## config.mk

```make
export PLATFORM = sky130hd
export DESIGN_NAME = edge_irq_bridge
export DESIGN_NICKNAME = d
export VERILOG_FILES = /design/src/rtl/eib_pkg.sv /design/src/rtl/eib_edge_detect.sv /design/src/rtl/eib_regs.sv /design/src/rtl/eib_prio.sv /design/src/rtl/edge_irq_bridge.sv
export SDC_FILE = /design/constraint.sdc
export NUM_CORES = 1
export LEC_CHECK = 0
export ABC_AREA = 1
export BUFFER_PORTS_ARGS = -buffer_cell sky130_fd_sc_hd__buf_2
export CELL_PAD_IN_SITES_DETAIL_PLACEMENT = 2
export CELL_PAD_IN_SITES_GLOBAL_PLACEMENT = 2
export CORE_MARGIN = 5
export CORE_UTILIZATION = 35
export DETAILED_ROUTE_END_ITERATION = 10
export PLACE_DENSITY_LB_ADDON = 0.1
export SYNTH_ARGS = -nofsm -noshare
export SYNTH_HDL_FRONTEND = slang
export SYNTH_HIERARCHICAL = 1
export SYNTH_SLANG_ARGS = --single-unit
```

## constraint.sdc

```tcl
create_clock -name clk_i -period 4.2 [get_ports clk_i]
set_input_delay 0.21 -clock clk_i [delete_from_list [all_inputs] [get_ports clk_i]]
set_output_delay 0.21 -clock clk_i [all_outputs]
set_load 0.01 [all_outputs]
```

## src/rtl/eib_pkg.sv

```systemverilog
package eib_pkg;
    localparam int DATA_W = 32;
    localparam int ADDR_W = 8;
    localparam logic [ADDR_W-1:0] OFS_PEND   = 8'h00;
    localparam logic [ADDR_W-1:0] OFS_ENABLE = 8'h04;
    localparam int SYNC_STAGES = 2;
endpackage

```

## src/rtl/eib_edge_detect.sv

```systemverilog
module eib_edge_detect #(
    parameter int NUM_SRC = 32,
    parameter int STAGES  = eib_pkg::SYNC_STAGES
) (
    input  logic               clk_i,
    input  logic               rst_ni,
    input  logic [NUM_SRC-1:0] src_i,
    output logic [NUM_SRC-1:0] rise_o
);
    logic [STAGES-1:0][NUM_SRC-1:0] stage_q;
    logic [NUM_SRC-1:0]             last_q;

    genvar s;
    generate
        for (s = 0; s < STAGES; s++) begin : g_stage
            if (s == 0) begin : g_first
                always_ff @(posedge clk_i or negedge rst_ni) begin
                    if (!rst_ni) stage_q[s] <= '0;
                    else         stage_q[s] <= src_i;
                end
            end else begin : g_next
                always_ff @(posedge clk_i or negedge rst_ni) begin
                    if (!rst_ni) stage_q[s] <= '0;
                    else         stage_q[s] <= stage_q[s-1];
                end
            end
        end
    endgenerate

    always_ff @(posedge clk_i or negedge rst_ni) begin
        if (!rst_ni) last_q <= '0;
        else         last_q <= stage_q[STAGES-1];
    end

    assign rise_o = stage_q[STAGES-1] & ~last_q;

    // a detected rise lasts one cycle only, so a held level yields one event
    assert_single_event_R2: assert property (@(posedge clk_i) disable iff (!rst_ni)
        (rise_o != '0) |=> ((rise_o & $past(rise_o)) == '0));
endmodule

```

## src/rtl/eib_regs.sv

```systemverilog
module eib_regs
    import eib_pkg::*;
#(
    parameter int NUM_SRC = 32
) (
    input  logic               clk_i,
    input  logic               rst_ni,
    input  logic [NUM_SRC-1:0] rise_i,
    input  logic [ADDR_W-1:0]  addr_i,
    input  logic [NUM_SRC-1:0] wdata_i,
    input  logic               wr_i,
    output logic [NUM_SRC-1:0] pend_o,
    output logic [NUM_SRC-1:0] enable_o,
    output logic [DATA_W-1:0]  rdata_o
);
    logic [NUM_SRC-1:0] pend_q, enable_q, pend_d;
    logic               pend_wr, enable_wr;

    assign pend_wr   = wr_i && (addr_i == OFS_PEND);
    assign enable_wr = wr_i && (addr_i == OFS_ENABLE);

    always_comb begin
        pend_d = pend_q;
        if (pend_wr) pend_d = pend_d & wdata_i;
        pend_d = pend_d | rise_i;
    end

    always_ff @(posedge clk_i or negedge rst_ni) begin
        if (!rst_ni) begin
            pend_q   <= '0;
            enable_q <= '0;
        end else begin
            pend_q <= pend_d;
            if (enable_wr) enable_q <= wdata_i;
        end
    end

    always_comb begin
        rdata_o = '0;
        if (addr_i == OFS_PEND)        rdata_o[NUM_SRC-1:0] = pend_q;
        else if (addr_i == OFS_ENABLE) rdata_o[NUM_SRC-1:0] = enable_q;
    end

    assign pend_o   = pend_q;
    assign enable_o = enable_q;

    // no detected edge is ever lost, even against a clearing write
    assert_no_lost_edge_R8: assert property (@(posedge clk_i) disable iff (!rst_ni)
        (~pend_q & $past(rise_i)) == '0);
    // after a clearing write only kept bits or fresh edges remain
    assert_clear_R4: assert property (@(posedge clk_i) disable iff (!rst_ni)
        $past(pend_wr) |-> ((pend_q & ~($past(pend_q & wdata_i) | $past(rise_i))) == '0));
    // a pending bit rises only after an edge
    assert_set_by_edge_R2: assert property (@(posedge clk_i) disable iff (!rst_ni)
        (pend_q & ~$past(pend_q) & ~$past(rise_i)) == '0);
    // an enable write never clears pending state
    assert_enable_keeps_R6: assert property (@(posedge clk_i) disable iff (!rst_ni)
        $past(enable_wr) |-> ((~pend_q & $past(pend_q)) == '0));
endmodule

```

## src/rtl/eib_prio.sv

```systemverilog
module eib_prio #(
    parameter int NUM_SRC = 32,
    parameter int IDX_W   = (NUM_SRC > 1) ? $clog2(NUM_SRC) : 1
) (
    input  logic [NUM_SRC-1:0] req_i,
    output logic               valid_o,
    output logic [IDX_W-1:0]   idx_o
);
    always_comb begin
        idx_o = '0;
        for (int i = 0; i < NUM_SRC; i++) begin
            if (req_i[i]) idx_o = IDX_W'(i);
        end
    end
    assign valid_o = |req_i;
endmodule

```

## src/rtl/edge_irq_bridge.sv

```systemverilog
module edge_irq_bridge
    import eib_pkg::*;
#(
    parameter int  NUM_SRC = 32,
    localparam int IDX_W   = (NUM_SRC > 1) ? $clog2(NUM_SRC) : 1
) (
    input  logic               clk_i,
    input  logic               rst_ni,
    input  logic [NUM_SRC-1:0] src_i,
    input  logic [ADDR_W-1:0]  bus_addr_i,
    input  logic [DATA_W-1:0]  bus_wdata_i,
    input  logic               bus_wr_i,
    output logic [DATA_W-1:0]  bus_rdata_o,
    output logic               irq_o,
    output logic               pend_valid_o,
    output logic [IDX_W-1:0]   pend_idx_o
);
    logic [NUM_SRC-1:0] rise, pend, enable, active;

    generate
        if (NUM_SRC < DATA_W) begin : g_hi
            logic unused_hi_bits;
            assign unused_hi_bits = ^bus_wdata_i[DATA_W-1:NUM_SRC];
        end
    endgenerate

    eib_edge_detect #(.NUM_SRC(NUM_SRC)) edge_i (
        .clk_i (clk_i),
        .rst_ni(rst_ni),
        .src_i (src_i),
        .rise_o(rise)
    );

    eib_regs #(.NUM_SRC(NUM_SRC)) regs_i (
        .clk_i   (clk_i),
        .rst_ni  (rst_ni),
        .rise_i  (rise),
        .addr_i  (bus_addr_i),
        .wdata_i (bus_wdata_i[NUM_SRC-1:0]),
        .wr_i    (bus_wr_i),
        .pend_o  (pend),
        .enable_o(enable),
        .rdata_o (bus_rdata_o)
    );

    assign active = pend & enable;

    eib_prio #(.NUM_SRC(NUM_SRC), .IDX_W(IDX_W)) prio_i (
        .req_i  (active),
        .valid_o(pend_valid_o),
        .idx_o  (pend_idx_o)
    );

    assign irq_o = |active;

    // the reported index is pending, enabled and has no higher active bit
    assert_top_index_R7: assert property (@(posedge clk_i) disable iff (!rst_ni)
        pend_valid_o |-> ((active >> pend_idx_o) == {{(NUM_SRC-1){1'b0}}, 1'b1}));
    // the line and the encoder agree
    assert_line_matches_R5: assert property (@(posedge clk_i) disable iff (!rst_ni)
        irq_o == pend_valid_o);
endmodule

```

Yosys cells after proc, flatten, opt, wreduce, memory -nomap -nowiden
Cells that the tools add are included.
{"block": "totals", "register_bits": 160, "inputBits": 75}
{"block": "op_classes", "n_eq_ne": 1, "n_reduce_logical": 4, "mux": 34, "n_bitwise": 5}
{"op": "$and A32 B32 Y32", "count": 3}
{"op": "$mux W32", "count": 3}
{"op": "$mux W5", "count": 16}
{"op": "$mux W4", "count": 8}
{"op": "$not A32 Y32", "count": 1}
{"op": "$or A32 B32 Y32", "count": 1}
{"op": "$reduce_or A32 Y1", "count": 1}
{"op": "$mux W3", "count": 4}
{"op": "$eq A8 B3 Y1 const B", "count": 1}
{"op": "$logic_not A8 Y1", "count": 1}
{"op": "$mux W2", "count": 2}
{"op": "$logic_and A1 B1 Y1", "count": 2}
{"op": "$mux W1", "count": 1}

Logic depth before layout (Yosys ltp)
{"block": "logic_depth", "word_depth": 32, "depth_mapped": 33, "depth_no_buf": 33}

By module
Netlist, hierarchy kept.
{"module": "eib_regs", "instances": 1, "seq_area_each_um2": 1601.5, "area_per_inst_um2": 3195.6, "cells_per_inst": 448}
{"module": "eib_edge_detect", "instances": 1, "seq_area_each_um2": 2402.3, "area_per_inst_um2": 2722.6, "cells_per_inst": 160}
{"module": "eib_prio", "instances": 1, "seq_area_each_um2": 0.0, "area_per_inst_um2": 429.2, "cells_per_inst": 106}
{"module": "edge_irq_bridge", "instances": 1, "seq_area_each_um2": 0.0, "area_per_inst_um2": 356.6, "cells_per_inst": 95}

Least setup slack after synthesis
No wires, ideal clock.
{"block": "synth_path", "kind": "register to output", "from": "register regs_i.pend_q[2], in the netlist regs_i/pend_o[2]", "to": "output pend_idx_o[0]", "slack_ps": 2162, "required_ps": 3990, "stages_incl_launch_ff": 34, "arrival_time_ps": 1828, "path_cell_list": "dfrtp_1 nand2_1 inv_1 inv_1 nand2_1 nand2_1 nand2_1 nand2_1 nand2_1 nand2_1 nand2_1 nand2_1 nand2_1 nand2_1 nand2_1 nand2_1 nand2_1 nand2_1 nand2_1 nand2_1 nand2_1 nand2_1 nand2_1 nand2_1 nand2_1 nand2_1 nand2_1 nand2_1 nand2_1 nand2_1 nand2_1 nand2_1 nand2_1 nand2_1"}
{"block": "synth_between", "elab_chain_cells": 31}
{"item": "start: declaration", "line": "eib_regs.sv:16", "source": "logic [NUM_SRC-1:0] pend_q, enable_q, pend_d;"}
{"item": "start signal: assignment", "line": "eib_regs.sv:33", "source": "pend_q <= pend_d;"}
{"item": "$and A32 B32 Y32", "line": "edge_irq_bridge.sv:46", "source": "assign active = pend & enable;"}
{"item": "via active[2]", "line": "edge_irq_bridge.sv:18", "source": "logic [NUM_SRC-1:0] rise, pend, enable, active;"}
{"item": "$mux W2 (2 in a row)", "line": "eib_prio.sv:12", "source": "if (req_i[i]) idx_o = IDX_W'(i);"}
{"item": "$mux W3 (4 in a row)", "line": "eib_prio.sv:12"}
{"item": "$mux W4 (8 in a row)", "line": "eib_prio.sv:12"}
{"item": "$mux W5 (16 in a row)", "line": "eib_prio.sv:12"}
{"item": "end: declaration", "line": "edge_irq_bridge.sv:16", "source": "output logic [IDX_W-1:0] pend_idx_o"}
The timed path passes the listed nets, and every way through them passes these cells.

Worst setup path in the final report
Ends and elaborated chain as after synthesis.

==> impl_metrics.yaml <==
run_status:
  status: "complete, no violations"
sta:
  final-hold-violation-count: 0
  timing.slew.headroom: 0.242
  period_share: 0.702
  skew_ns: 0.0114
  rsz0062_at_grt: "no"
  finalSetupViolations: 0
  finalMaxSlewViolations: 0
  tightest_slew_ns: 1.13
  finalSetupTns_ns: 0
  fmax_mhz: 339
  min_period_ns: 2.95
setup_path:
  cp-end-kind: "output pin"
  critical_path.max_fanout: 3
  cp_data_arrival_time_ns: 2.74
  crit_top_cell: "nand2_1"
  cp_slowest_cell: "dfrtp_1"
  path_class: "flip-flop to output pin"
  max_stage_delay_ns: 0.40
  crit_buf_inv: 3
  start_kind: "flip-flop"
  cpLargestDelayFamily: "simple AND/OR/NAND/NOR gates"
  crit_required_ns: 3.99
cts:
  clkLatencyLatePin_ns: 0.43
  numCtsBuffers: 17
  clkTransAtPathRegs_ns: 0.07
  cts_max_path_buffers: 2
  tritoncts: "done"
  htreeDepth: 4
  root_buffer: "clkbuf_16"
  cts.sinks: 160
  hold_buffers: 48
  cts_resized: 0
  cts_setup_buffers: 0
synth:
  synthFlopType: "dfrtp_1"
  synthArstFlopShare: 1.00
  synth_edf_count: 0
  synthesis.nets: 884
  synth_cell_type_count: 22
  synth_top_area_cell: "dfrtp_1"
  netlist.area_leader.share: 0.597
  yosysWarnings: 6
  avgSynthCellArea_um2: 8.29
  synth_common_cells: "350 x nand2_1, 160 x dfrtp_1, 154 x inv_1"
  netlist_top_cells_area: "dfrtp_1 60%, nand2_1 20%, inv_1 8.6%"
  yosysSeqAreaShare: 0.597
  synth.most_common_cell: "nand2_1"
  syn_area_um2: 6700
  syn_inst: 809
  ys_ff_latch: 160
power:
  swShare: 0.282
  p_seq_frac: 0.462
  p_switching_uw: 996
  power.density_nw_per_um2: 413
  p_leak_nw: 4.94
  clkPwrFrac: 0.431
  p_comb_frac: 0.107
  ir_drop_mv: 0.275
  internal_power_mw: 2.54
  fin_total_pwr_mw: 3.54
detailed_routing:
  dr.pass1.iters: 6
  via_per_inst: 4.52
  drtIter0Drc: 160
  drc_errors: 0
  num_vias: 5522
  drt_wl_total_mm: 19.6
  ant_nets: 0
  wire_per_inst_um: 16.1
floorplanning:
  dieHeight_um: 148
  initial_core_util: 0.357
  dieArea_um2: 22000
  core_area_um2: 18800
  pin_count: 114
  rows: 50
  die_w_um: 148
grt:
  antenna_found_initial: 0
  grt_pass1_vias: 6569
  grt_usage: 0.189
  grt_pass1_wl_mm: 32.8
  grt_max_degree: 84
  grt_overflow: 0
final_layout:
  fillers: 2130
  multiInputGateArea_um2: 1970
  syn2layout_area_growth_pct: 27.7
  fin_nets: 1050
  fin_util: 0.456
  seqCellArea_um2: 4000
  layout-drive-gt1-share: 0.206
  num_antenna_cells: 0
job:
  max_cap_viol_count: 0
placed_design:
  hpwl_mm: 13.5
  io_buffers: 113
  gp_congestion: 0.739
worst_hold_path:
  hp-class: "primary input to flip-flop"
cells by family after synthesis:
family / after synthesis / share of synthesized area
AO/OA/AOI/OAI: 4 / 0.00392
buffers and inverters: 179 / 0.109
flip-flops: 160 / 0.597
AND/OR/NAND/NOR: 466 / 0.290
flip-flops by register name (all words and copies together), names as in the netlist:
signal,count
edge_i/stage_q,64
regs_i/pend_o,32
regs_i/enable_o,32
edge_i/last_q,32
worst reg2reg max path: cells and delay by family, from the launching register on:
kind | cells | cell delay (ns)
buffers and inverters | 2 | 0.14
DFF | 1 | 0.38
and+or+nand+nor | 2 | 0.11
final timing paths:
kind	end	slack, ns	cells after the start	from
min in group asynchronous	edge_i/stage_q[35]	0.37	2	rst_ni
max in group asynchronous	regs_i/enable_o[31]	2.92	3	rst_ni
setup / recovery	pend_idx_o[0]	1.25	34	regs_i/pend_o[2]
setup reg to reg	regs_i/pend_o[26]	3.47	4	edge_i/stage_q[58]
hold / removal	regs_i/enable_o[22]	0.02	3	bus_wdata_i[22]
hold reg to reg	edge_i/stage_q[56]	0.35	0	edge_i/stage_q[24]
metrics by stage:
stage / instance area (µm²) / hold slack (ns) / std cells / setup WS (ns)
final: 8560 / 0.0178 / 1222 / 1.25
after global routing: 8560 / 0.0114 / 1222 / 0.931
after CTS: 8560 / 0.00189 / 1222 / 1.18
after detailed placement: 7500 / 0.302 / 1142 / 1.69
after global placement: 7500 / 0.286 / 1142 / 1.80
after floorplan: 6700 / -0.0856 / 809 / 2.16
cells in the final DEF, fill, tap and decap left out, types with 3 or more instances in the layout:
master,instances
nand3_1,35
nor2_1,31
inv_1,154
nor2_2,34
nand2_1,350
inv_6,4
inv_2,5
clkbuf_16,17
buf_4,4
buf_2,112
clkinv_8,3
nand2_2,11
inv_8,3
dlygate4sd3_1,48
dfrtp_1,160
per-layer routing:
metal	track usage	routed length, µm
met4	0.0434	176
met3	0.0399	693
met1	0.231	8490
met2	0.344	10300
met5	0	0
power by group through the flow:
| stage | combinational (mW) | clock (mW) | sequential, mW |
|---|---|---|---|
| 3_3_place_gp | 0.334 | 0 | 1.66 |
| 2_1_floorplan | 0.182 | 0 | 1.66 |
| 6_report | 0.378 | 1.52 | 1.64 |
| 3_5_place_dp | 0.348 | 0 | 1.67 |
| 5_1_grt | 0.431 | 1.64 | 1.64 |
| 4_1_cts | 0.389 | 1.56 | 1.64 |
layout make-up:
type / count / share of cell area
Sequential cell: 160 / 0.468
Multi-Input combinational cell: 470 / 0.230
Timing Repair Buffer: 166 / 0.129
Inverter: 160 / 0.0718
Clock buffer: 18 / 0.0501
Tap cell: 234 / 0.0342
Clock inverter: 14 / 0.0175
Note: power is estimated with default switching activity, not from simulation.
